**src/rtl/sdclk_pkg.sv**
```systemverilog
package sdclk_pkg;

  typedef enum logic {
    MODE_IDENT = 1'b0,
    MODE_DATA  = 1'b1
  } clk_mode_e;

  // Fast data mode applies only while a transfer runs and slow mode is off.
  function automatic clk_mode_e pick_mode(input logic slow, input logic active);
    return (active && !slow) ? MODE_DATA : MODE_IDENT;
  endfunction

endpackage

```
**src/rtl/sdclk_ratio_sel.sv**
```systemverilog
module sdclk_ratio_sel
  import sdclk_pkg::*;
#(
  parameter int DIV_W     = 11,
  parameter int DATA_BITS = 3,
  localparam int RW       = DIV_W + 1
) (
  input  logic [DIV_W-1:0] div_val,
  input  logic             slow_card,
  input  logic             data_active,
  output clk_mode_e        mode,
  output logic [RW-1:0]    ratio
);

  logic [RW-1:0] full_ratio;
  logic [RW-1:0] data_ratio;

  assign full_ratio = RW'(div_val) + RW'(2);

  generate
    if (DATA_BITS < DIV_W) begin : g_narrow
      assign data_ratio = RW'(div_val[DATA_BITS-1:0]) + RW'(2);
    end else begin : g_full
      assign data_ratio = full_ratio;
    end
  endgenerate

  assign mode  = pick_mode(slow_card, data_active);
  assign ratio = (mode == MODE_DATA) ? data_ratio : full_ratio;

endmodule

```
**src/rtl/sdclk_phase_ctr.sv**
```systemverilog
module sdclk_phase_ctr #(
  parameter int RW = 12
) (
  input  logic          clk,
  input  logic          rst_n,
  input  logic [RW-1:0] ratio_in,
  output logic [RW-1:0] cnt_nx,
  output logic [RW-1:0] ratio_nx,
  output logic          boundary
);

  logic [RW-1:0] cnt_q;
  logic [RW-1:0] ratio_q;

  assign boundary = (cnt_q == ratio_q - RW'(1));
  assign cnt_nx   = boundary ? '0 : cnt_q + RW'(1);
  assign ratio_nx = boundary ? ratio_in : ratio_q;

  // Reset parks the counter in the last cycle of a minimal period, so the
  // first edge after release is a rising one.
  always_ff @(posedge clk or negedge rst_n) begin
    if (!rst_n) begin
      cnt_q   <= RW'(1);
      ratio_q <= RW'(2);
    end else begin
      cnt_q   <= cnt_nx;
      ratio_q <= ratio_nx;
    end
  end


  ratio_hold_chk: assert property (@(posedge clk) disable iff (!rst_n)
    !boundary |=> $stable(ratio_q));


  ratio_floor_chk: assert property (@(posedge clk) disable iff (!rst_n)
    ratio_q >= RW'(2));


  cnt_range_chk: assert property (@(posedge clk) disable iff (!rst_n)
    cnt_q < ratio_q);

endmodule

```
**src/rtl/sdclk_edge_gen.sv**
```systemverilog
module sdclk_edge_gen #(
  parameter int RW = 12
) (
  input  logic          clk,
  input  logic          rst_n,
  input  logic [RW-1:0] cnt_nx,
  input  logic [RW-1:0] ratio_nx,
  output logic          card_clk,
  output logic          clk_rise,
  output logic          clk_fall
);

  function automatic logic [RW-1:0] high_len(input logic [RW-1:0] r);
    return r >> 1;
  endfunction

  logic [RW-1:0] hl;
  assign hl = high_len(ratio_nx);

  always_ff @(posedge clk or negedge rst_n) begin
    if (!rst_n) begin
      card_clk <= 1'b0;
      clk_rise <= 1'b0;
      clk_fall <= 1'b0;
    end else begin
      card_clk <= (cnt_nx < hl);
      clk_rise <= (cnt_nx == '0);
      clk_fall <= (cnt_nx == hl);
    end
  end


  rise_edge_chk: assert property (@(posedge clk) disable iff (!rst_n)
    clk_rise |-> (card_clk && !$past(card_clk)));


  fall_edge_chk: assert property (@(posedge clk) disable iff (!rst_n)
    clk_fall |-> (!card_clk && $past(card_clk)));


  strobe_excl_chk: assert property (@(posedge clk) disable iff (!rst_n)
    !(clk_rise && clk_fall));


  toggle_marked_chk: assert property (@(posedge clk) disable iff (!rst_n)
    (card_clk != $past(card_clk)) |-> (clk_rise || clk_fall));

endmodule

```
**src/rtl/sdclk_divider.sv**
```systemverilog
module sdclk_divider
  import sdclk_pkg::*;
#(
  parameter int DIV_W     = 11,
  parameter int DATA_BITS = 3
) (
  input  logic             clk,
  input  logic             rst_n,
  input  logic [DIV_W-1:0] div_val,
  input  logic             slow_card,
  input  logic             data_active,
  output logic             card_clk,
  output logic             clk_rise,
  output logic             clk_fall
);

  localparam int RW = DIV_W + 1;
  localparam int DATA_MAX_RATIO = (1 << DATA_BITS) + 1;

  clk_mode_e     mode;
  logic [RW-1:0] sel_ratio;
  logic [RW-1:0] cnt_nx;
  logic [RW-1:0] ratio_nx;
  logic          boundary;

  sdclk_ratio_sel #(.DIV_W(DIV_W), .DATA_BITS(DATA_BITS)) u_sel (
    .div_val    (div_val),
    .slow_card  (slow_card),
    .data_active(data_active),
    .mode       (mode),
    .ratio      (sel_ratio)
  );

  sdclk_phase_ctr #(.RW(RW)) u_ctr (
    .clk     (clk),
    .rst_n   (rst_n),
    .ratio_in(sel_ratio),
    .cnt_nx  (cnt_nx),
    .ratio_nx(ratio_nx),
    .boundary(boundary)
  );

  sdclk_edge_gen #(.RW(RW)) u_edge (
    .clk     (clk),
    .rst_n   (rst_n),
    .cnt_nx  (cnt_nx),
    .ratio_nx(ratio_nx),
    .card_clk(card_clk),
    .clk_rise(clk_rise),
    .clk_fall(clk_fall)
  );


  data_ratio_cap_chk: assert property (@(posedge clk) disable iff (!rst_n)
    (mode == MODE_DATA) |-> (sel_ratio <= RW'(DATA_MAX_RATIO)));


  boundary_rise_chk: assert property (@(posedge clk) disable iff (!rst_n)
    boundary |=> clk_rise);

endmodule

```
**config.mk**
```make
export PLATFORM = sky130hd
export DESIGN_NAME = sdclk_divider
export DESIGN_NICKNAME = d
export VERILOG_FILES = /design/src/rtl/sdclk_pkg.sv /design/src/rtl/sdclk_ratio_sel.sv /design/src/rtl/sdclk_phase_ctr.sv /design/src/rtl/sdclk_edge_gen.sv /design/src/rtl/sdclk_divider.sv
export SDC_FILE = /design/constraint.sdc
export NUM_CORES = 1
export LEC_CHECK = 0
export BUFFER_PORTS_ARGS = -buffer_cell sky130_fd_sc_hd__buf_2
export CAP_MARGIN = 20
export CORE_MARGIN = 1
export CORE_UTILIZATION = 25
export CTS_BUF_LIST = sky130_fd_sc_hd__clkbuf_8 sky130_fd_sc_hd__clkbuf_16
export DETAILED_ROUTE_END_ITERATION = 12
export PLACE_DENSITY = 0.45
export SLEW_MARGIN = 20
export SYNTH_ARGS = -nofsm -noshare
export SYNTH_HDL_FRONTEND = slang
export SYNTH_SLANG_ARGS = --single-unit
```
**constraint.sdc**
```tcl
create_clock -name clk -period 3.65 [get_ports clk]
set_clock_uncertainty 0.05 [all_clocks]
set_input_delay 0.1825 -clock clk [delete_from_list [all_inputs] [get_ports clk]]
set_output_delay 0.1825 -clock clk [all_outputs]
set_load 0.1 [all_outputs]
```
## Yosys cells after proc, flatten, opt, wreduce, memory -nomap -nowiden

Index checks and enable logic that the tools add are counted.

- Flip-flop bits (word level): 27
- Bits of input ports: 15
- Output and inout port bits: 3
- Logic and storage cells: 20

- Add/sub/neg operators: 4
- $lt $le $gt $ge: 1
- Eq/ne operators: 2
- Multiplexer cells: 4
- Reduce and logical (&&, ||, !) cells: 3

Operator list:

| cell | count |
|---|---|
| 12-bit 2-to-1 mux | 3 |
| 11-bit by 2-bit adder with 12-bit output, second input constant | 1 |
| 12-bit by 1-bit adder with 12-bit output, second input constant | 1 |
| 12-bit by 11-bit equality test with 1-bit output | 1 |
| 12-bit equality test | 1 |
| 12-bit zero test | 1 |
| 12-bit by 11-bit < comparator with 1-bit output | 1 |
| 12-bit by 1-bit subtractor with 12-bit output, second input constant | 1 |
| 3-bit by 2-bit adder with 4-bit output, second input constant | 1 |
| 1-bit logical AND | 1 |
| 1-bit zero test | 1 |
| 1-bit 2-to-1 mux | 1 |

## Longest topological paths before layout

Gate-level depths: netlist (run 1).

- Word-level depth: 6
- Depth in mapped cells: 17
- Mapped depth without buffers: 15

## Modules after synthesis

From an unflattened synthesis (run 1), not the netlist that was laid out.

- Cell total of the unflattened synthesis: 224
- Area, all modules: 2082.0 µm²

By module, submodules not included:

| module | times used | cells each | area an instance (µm²) |
|---|---|---|---|
| sdclk_phase_ctr | 1 | 142 | 1483.9 |
| sdclk_edge_gen | 1 | 45 | 375.4 |
| sdclk_ratio_sel | 1 | 37 | 222.7 |

## Worst setup path after synthesis (run 1)

Ideal clock, no wire load.

- Path kind: register -> register
- From: register u_ctr.ratio_q[0]
- To: register u_edge.card_clk
- Arrival: 3.555 ns
- Data required time: 3.513 ns
- Setup slack: -0.041 ns
- Cell stages (with the launch flop): 17
- Path buffers: 2
- Clock period less this slack: 3.691 ns
- Cell sequence: dfrtp_1 -> inv_1 -> ha_1 -> or4b_4 -> or3_1 -> a21o_1 -> a222oi_1 -> nand4_1 -> buf_4 -> clkbuf_1 -> and2_1 -> ha_1 -> a21o_1 -> a21o_1 -> a21oi_1 -> nor2_1 -> a211oi_2

- Cells in the longest elaborated chain, start to end: 4

Ends and longest elaborated chain:

| item | line | RTL |
|---|---|---|
| from (decl) | sdclk_phase_ctr.sv:13 | `logic [RW-1:0] ratio_q;` |
| from (signal assigned) | sdclk_phase_ctr.sv:27 | `ratio_q <= ratio_nx;` |
| 12-bit by 1-bit subtractor with 12-bit output | sdclk_phase_ctr.sv:15 | `assign boundary = (cnt_q == ratio_q - RW'(1));` |
| 12-bit equality test | sdclk_phase_ctr.sv:15 |  |
| 12-bit 2-to-1 mux | sdclk_phase_ctr.sv:16 | `assign cnt_nx = boundary ? '0 : cnt_q + RW'(1);` |
| via cnt_nx[5] | sdclk_divider.sv:22 | `logic [RW-1:0] cnt_nx;` |
| 12-bit by 11-bit < comparator with 1-bit output | sdclk_edge_gen.sv:26 | `card_clk <= (cnt_nx < hl);` |
| to (signal assigned) | sdclk_edge_gen.sv:26 |  |
| to (decl) | sdclk_edge_gen.sv:8 | `output logic card_clk,` |

The timed path passes the listed nets, and every way through them passes these cells.
A chain may end at the register's enable or synchronous reset.

## Worst setup path in the final report (run 1)

- From: register u_ctr.ratio_q[1]
- To: register u_edge.card_clk

- Cells in the longest elaborated chain, start to end: 4

Ends and longest elaborated chain:

| item | line | RTL |
|---|---|---|
| 12-bit by 1-bit subtractor with 12-bit output | sdclk_phase_ctr.sv:15 |  |
| 12-bit equality test | sdclk_phase_ctr.sv:15 |  |
| 12-bit 2-to-1 mux * | sdclk_phase_ctr.sv:17 | `assign ratio_nx = boundary ? ratio_in : ratio_q;` |
| via ratio_nx[1] | sdclk_divider.sv:23 | `logic [RW-1:0] ratio_nx;` |
| 12-bit by 11-bit < comparator with 1-bit output * | sdclk_edge_gen.sv:26 |  |

Mark *: on every way through the listed nets, which the timed path passes. The rest lies on a longest branch.

==> results.json, run 1 <==
{
  "status": "completed",
  "ys_ff_latch": 27,
  "setup_ws_ps": 87.02,
  "synthXorXnorAreaFrac_pct": 12.17,
  "rows": 34,
  "relSlewSlack_pct": 59.75,
  "crit_arrival_ps": 3700,
  "drive_gt1_share_pct": 26.20,
  "clkLatencyLatePin_ps": 270,
  "worst_hold_slack_ps": 75.81,
  "synth_nets": 272,
  "fin_area_um2": 2748,
  "die-area_um2": 9306,
  "antennaDiodeCount": 0,
  "place_area_um2": 2501,
  "core-area_um2": 8678,
  "yosysUniqueCellTypes": 49,
  "drv_slew": 0,
  "antenna_found_initial": 0,
  "synth_compound_area_share_pct": 11.83,
  "fillers": 939,
  "numClockSinks": 27,
  "via_count": 1826,
  "maxCapViolations": 0,
  "start_kind": "flop",
  "final_net_count": 301,
  "power_density_nw_per_um2": 727.0,
  "drt_pass1_iterations": 4,
  "wl_per_cell_um": 14.08,
  "h-tree-depth": 1,
  "synth_cells": 243,
  "viasPerCell": 4.818,
  "start_util_pct": 25.71,
  "finalHoldViolCount": 0,
  "syn_area_um2": 2231,
  "synth_top_family_by_area": "simple AND/OR/NAND/NOR gates",
  "worst_ep_required_time_ps": 3790,
  "routabilityCongestion": 0.7327,
  "path_clk_slew_ps": 90,
  "post-route-period-util_pct": 97.62,
  "synth-simple-area-share_pct": 22.71,
  "cp_max_fo": 7,
  "clockRootBuffer": "clkbuf_8",
  "min_path_type": "input port to flop",
  "synth_edf_count": 0,
  "synthArstFlopShare_pct": 100.0,
  "grt_pass1_vias": 1786,
  "grt_max_degree": 28,
  "cts_tree": "built",
  "period_needed_ps": 3563,
  "synthFlopType": "dfrtp_1",
  "leakage_nw": 1.187,
  "ant_nets": 0,
  "io_pins": 18,
  "first_iter_violations": 64,
  "drc": 0,
  "rsz0062_at_grt": "true",
  "hpwlAfterDp_um": 4234,
  "port-buffer-count": 17,
  "synth_mux_area_share_pct": 10.99,
  "drt_wl_total_um": 5335,
  "grt_overflow": 0,
  "avgSynthCellArea_um2": 9.181,
  "seq_area_frac_synth_pct": 30.40,
  "dpl_worst_slack_ps": -15.84,
  "tightest_slew_ps": 603.8,
  "track_usage_pct": 12.39,
  "cts_buffers": 3,
  "die_h_um": 96.47,
  "syn_to_final_growth_pct": 23.16,
  "setup_viol": 0,
  "fin_util_pct": 31.66,
  "yosys_warnings": 0,
  "endpoint_kind": "flop",
  "cts_buffer_depth": 2,
  "grt_pass1_wl_um": 8859,
  "worst-setup-path-type": "flop to flop",
  "fin_setup_tns_ps": 0,
  "synth-adder-area-share_pct": 7.852,
  "max_freq_ghz": 0.2807,
  "irDropWorstVdd_mv": 0.2142,
  "die_w_um": 96.47
}
## final timing paths
path,startpoint,end,slack (ps),cells after the start
worst min register to register,u_ctr.ratio_q[11],u_ctr.ratio_q[11],540,1
worst max-delay path,u_ctr.ratio_q[1],u_edge.card_clk,90,19
min in group asynchronous,rst_n,u_ctr.ratio_q[9],400,2
max in group asynchronous,rst_n,u_ctr.cnt_q[3],2750,2
worst max register to register,u_ctr.ratio_q[1],u_edge.card_clk,90,19
worst min-delay path,div_val[0],u_ctr.ratio_q[0],80,2
## flip-flops by register name, summed over array words and instances (netlist names)
register and flops:
u_ctr.ratio_q 12, u_edge.card_clk 1, u_edge.clk_rise 1, u_ctr.cnt_q 12, u_edge.clk_fall 1
## timing repair
action,4_1_cts,5_1_grt
pin swaps,1,17
buffers inserted,0,7
gates cloned,0,1
hold buffers,1,0
hold endpoints to repair,25,0
resized for setup,2,27
endpoints found under the setup margin,2,2
## worst max-delay path, cell delays in order (launching register included)
cell	delay, ps
dfstp_2	550
inv_2	50
ha_4	150
buf_4	150
nor4b_2	150
buf_4	150
a21oi_1	130
o21ai_0	110
a222oi_1	360
nand4_1	180
buf_4	190
buf_6	120
mux2i_1	250
ha_1	200
nor2b_1	40
o21ai_1	110
nand2b_1	80
a21oi_2	160
o31ai_2	90
a211oi_2	200
## layout by cell type, fill, tap and decap left out, types with 5 or more instances in the layout
master     n
dfrtp_1   25
buf_2     17
buf_4     17
xnor2_1   16
xor2_1    15
nor2_1    15
nand2_1   14
and2_1    11
ha_1      10
nand3_1    8
nand4_1    7
o21ai_0    7
mux2i_1    7
mux2_2     7
nand2b_1   6
a21oi_1    6
or3_1      5
mux2_1     5
## cell usage after synthesis (all sizes together) (3+ instances only)
| cell type | n | area share, % |
|---|---|---|
| a21o | 4 | 1.3 |
| a21oi | 8 | 1.8 |
| a31oi | 4 | 1.1 |
| and2 | 12 | 3.4 |
| and3 | 4 | 1.1 |
| buf | 6 | 1.7 |
| clkbuf | 10 | 1.7 |
| dfrtp | 25 | 28 |
| ha | 14 | 7.9 |
| inv | 4 | 0.67 |
| mux2 | 12 | 6.1 |
| mux2i | 11 | 4.9 |
| nand2 | 14 | 2.4 |
| nand2b | 6 | 1.7 |
| nand3 | 9 | 2.0 |
| nand4 | 7 | 2.0 |
| nor2 | 15 | 2.5 |
| nor2b | 3 | 0.84 |
| nor3 | 4 | 0.90 |
| nor4b | 3 | 1.5 |
| o21ai | 8 | 1.8 |
| or3 | 5 | 1.4 |
| xnor2 | 16 | 6.3 |
| xor2 | 15 | 5.9 |
## metal layers
metal / up-vias / GRT usage [%] / wire (um)
li1: 933 / - / -
met1: 862 / 17.22 / 2612
met2: 27 / 20.83 / 2543
met3: 4 / 0.9390 / 135
met4: 0 / 2.941 / 43
met5: - / 0 / 0
## layout make-up
class                           instances  area, um2  area share, %
Multi-Input combinational cell        196       1583          57.60
Sequential cell                        27      678.2          24.68
Timing Repair Buffer                   40      291.5          10.61
Tap cell                              108      135.1          4.918
Clock buffer                            3      41.29          1.503
Inverter                                4      15.01         0.5464
Clock inverter                          1      3.754         0.1366
## cells by family (layout without fill, tap and decap cells)
logic type	after synthesis	in the layout
flip-flops	27	27
XOR/XNOR	31	31
AND/OR/NAND/NOR	90	90
adder cells (fa/ha/maj)	14	14
buffers and inverters	20	48
multiplexers	23	23
AO/OA/AOI/OAI	38	38
## power breakdown
group / switching, mW / leakage [nW] / internal (mW)
sequential: 0.147 / 0.335 / 0.414
combinational: 0.662 / 0.825 / 0.608
clock: 0.0919 / 0.0269 / 0.0754
## through the flow
stage,cells,total power [mW]
after floorplan,243,1.381
after global placement,367,1.712
after detailed placement,367,1.712
after CTS,372,1.909
after global routing,379,2.198
final,379,1.998
Note: power is estimated with default switching activity, not from simulation.
==> run 2: changes to the inputs <==
--- a/config.mk
+++ b/config.mk
@@ -8,11 +8,10 @@
 export BUFFER_PORTS_ARGS = -buffer_cell sky130_fd_sc_hd__buf_2
 export CAP_MARGIN = 20
 export CORE_MARGIN = 1
-export CORE_UTILIZATION = 25
+export CORE_UTILIZATION = 35
 export CTS_BUF_LIST = sky130_fd_sc_hd__clkbuf_8 sky130_fd_sc_hd__clkbuf_16
 export DETAILED_ROUTE_END_ITERATION = 12
-export PLACE_DENSITY = 0.45
-export SLEW_MARGIN = 20
+export PLACE_DENSITY = 0.57
 export SYNTH_ARGS = -nofsm -noshare
 export SYNTH_HDL_FRONTEND = slang
 export SYNTH_SLANG_ARGS = --single-unit
==> results.json, run 2 (synthesized netlist as in run 1, its figures left out) <==
{
  "drt_pass1_iterations": 4,
  "relSlewSlack_pct": 59.39,
  "drc": 0,
  "finalHoldViolCount": 0,
  "setup_viol": 0,
  "rr_startpoint": "u_ctr.ratio_q[0]",
  "path_clk_slew_ps": 90,
  "antenna_found_initial": 0,
  "worst-setup-path-type": "flop to flop",
  "cp_max_fo": 16,
  "hold_depth": 2,
  "power.total_mw": 1.953,
  "cp_top_family": "simple AND/OR/NAND/NOR gates",
  "crit_arrival_ps": 3710,
  "leakage_nw": 1.181,
  "period_needed_ps": 3562,
  "antennaDiodeCount": 0,
  "rsz0062_at_grt": "true",
  "min_from": "div_val[0]",
  "maxCapViolations": 0,
  "numClockSinks": 27,
  "fin_area_um2": 2619,
  "port-buffer-count": 17,
  "final_cell_mix": "25 x dfrtp_1, 17 x buf_2, 16 x xnor2_1",
  "grt_pass1_wl_um": 8369,
  "cts_buffer_depth": 2,
  "setup_ws_ps": 87.64,
  "core-area_um2": 6026,
  "io_pins": 18,
  "crit_slowest_cell": "or4b_4",
  "ant_nets": 0,
  "post-route-period-util_pct": 97.60,
  "crit_chain": "inv_2 > ha_4 > or4b_4 > or3_1 > a21o_1 > a222oi_1 > nand4_1 > buf_6 > buf_12 > and2_1 > ha_1 > a21o_1 > a21oi_2 > o31ai_2 > a211oi_2",
  "fillers": 600,
  "path_common_cell": "a21o_1",
  "setup.worst_path.start": "u_ctr.ratio_q[0]",
  "worstPathBufferInverterCount": 3,
  "grt_max_degree": 28,
  "h-tree-depth": 1,
  "die_w_um": 81.84,
  "irDropWorstVdd_mv": 0.2809,
  "power_density_nw_per_um2": 745.8,
  "cts_tree": "built",
  "drive_gt1_share_pct": 23.97,
  "clockRootBuffer": "clkbuf_8",
  "endpoint_kind": "flop",
  "rr_endpoint": "u_edge.card_clk",
  "rows": 28,
  "top_regs": "u_ctr.cnt_q x12, u_ctr.ratio_q x12",
  "cts_buffers": 3,
  "hpwlAfterDp_um": 3883,
  "drt_wl_total_um": 4920,
  "path_depth": 15,
  "die-area_um2": 6697,
  "min_path_type": "input port to flop",
  "syn_to_final_growth_pct": 17.39,
  "clkLatencyLatePin_ps": 270,
  "slowest_delay_ps": 500,
  "worst_ep_required_time_ps": 3790,
  "fin_util_pct": 43.46,
  "max_freq_ghz": 0.2807,
  "tightest_slew_ps": 609.2,
  "viasPerCell": 5.374,
  "routabilityCongestion": 0.8082,
  "via_count": 1838,
  "dpl_worst_slack_ps": -89.32,
  "drv_slew": 0,
  "grt_overflow": 0,
  "regToRegSetupSlack_ps": 90,
  "final_net_count": 297,
  "die_h_um": 81.84,
  "start_kind": "flop",
  "final_common_cell": "dfrtp_1",
  "status": "completed",
  "track_usage_pct": 16.31,
  "hold_end": "u_ctr.ratio_q[0]",
  "first_iter_violations": 94,
  "place_area_um2": 2457,
  "wl_per_cell_um": 14.39,
  "grt_pass1_vias": 1788,
  "start_util_pct": 37.02,
  "r2r_cells": 15
}
run 2: repair_timing:
action | in CTS | in global routing
buffers inserted | 3 | 2
hold buffers | 1 | 0
cloned | 1 | 0
resized for setup | 4 | 13
setup endpoints to repair | 1 | 2
hold endpoints to repair | 25 | 0
pin swaps | 3 | 15
run 2: per-layer routing:
metal | track usage (%) | share of wire [%] | vias up
li1 | - | - | 923
met1 | 23.38 | 49 | 881
met2 | 26.45 | 48 | 32
met3 | 1.000 | 2.5 | 2
met4 | 4.211 | 0.69 | 0
met5 | 0 | 0 | -
run 2: final cells by class:
type                       instances  area [um2]  share of cell area (%)
multi-input combinational        196        1529                   58.39
clock inverter                     1       5.005                  0.1911
sequential                        27       678.2                   25.90
tap                               75       93.84                   3.583
clock buffer                       3       41.29                   1.577
inverter                           4       17.52                  0.6689
timing repair buffer              36       254.0                   9.699
run 2: metrics by stage:
step                hold WS (ps)  cells  TNS, ps
floorplan                 -163.1    243        0
global placement           179.9    332        0
detailed placement         183.3    332   -89.32
CTS                        88.49    341        0
global route               75.47    342   -114.6
finish                     83.80    342        0
run 2: worst max path at each step:
stage | slack [ps] | to
after floorplan | 20 | u_edge.card_clk
after global placement | 60 | u_edge.card_clk
after detailed placement | -90 | u_edge.card_clk
after CTS | 4 | u_edge.card_clk
final | 90 | u_edge.card_clk
after global routing | -90 | u_edge.card_clk
run 2: power by group:
part           total [mW]  switching (mW)  internal (mW)
clock network       0.170          0.0933         0.0764
logic                1.20           0.606          0.591
registers           0.586           0.173          0.413
total                1.95           0.872           1.08
run 2: worst register-to-register path, stage by stage (launching register included):
cell and delay, ps:
dfrtp_1 400, inv_2 80, ha_4 130, or4b_4 500, or3_1 330, a21o_1 190, a222oi_1 260, nand4_1 190
buf_6 180, buf_12 150, and2_1 150, ha_1 320, a21o_1 190, a21oi_2 150, o31ai_2 90, a211oi_2 130
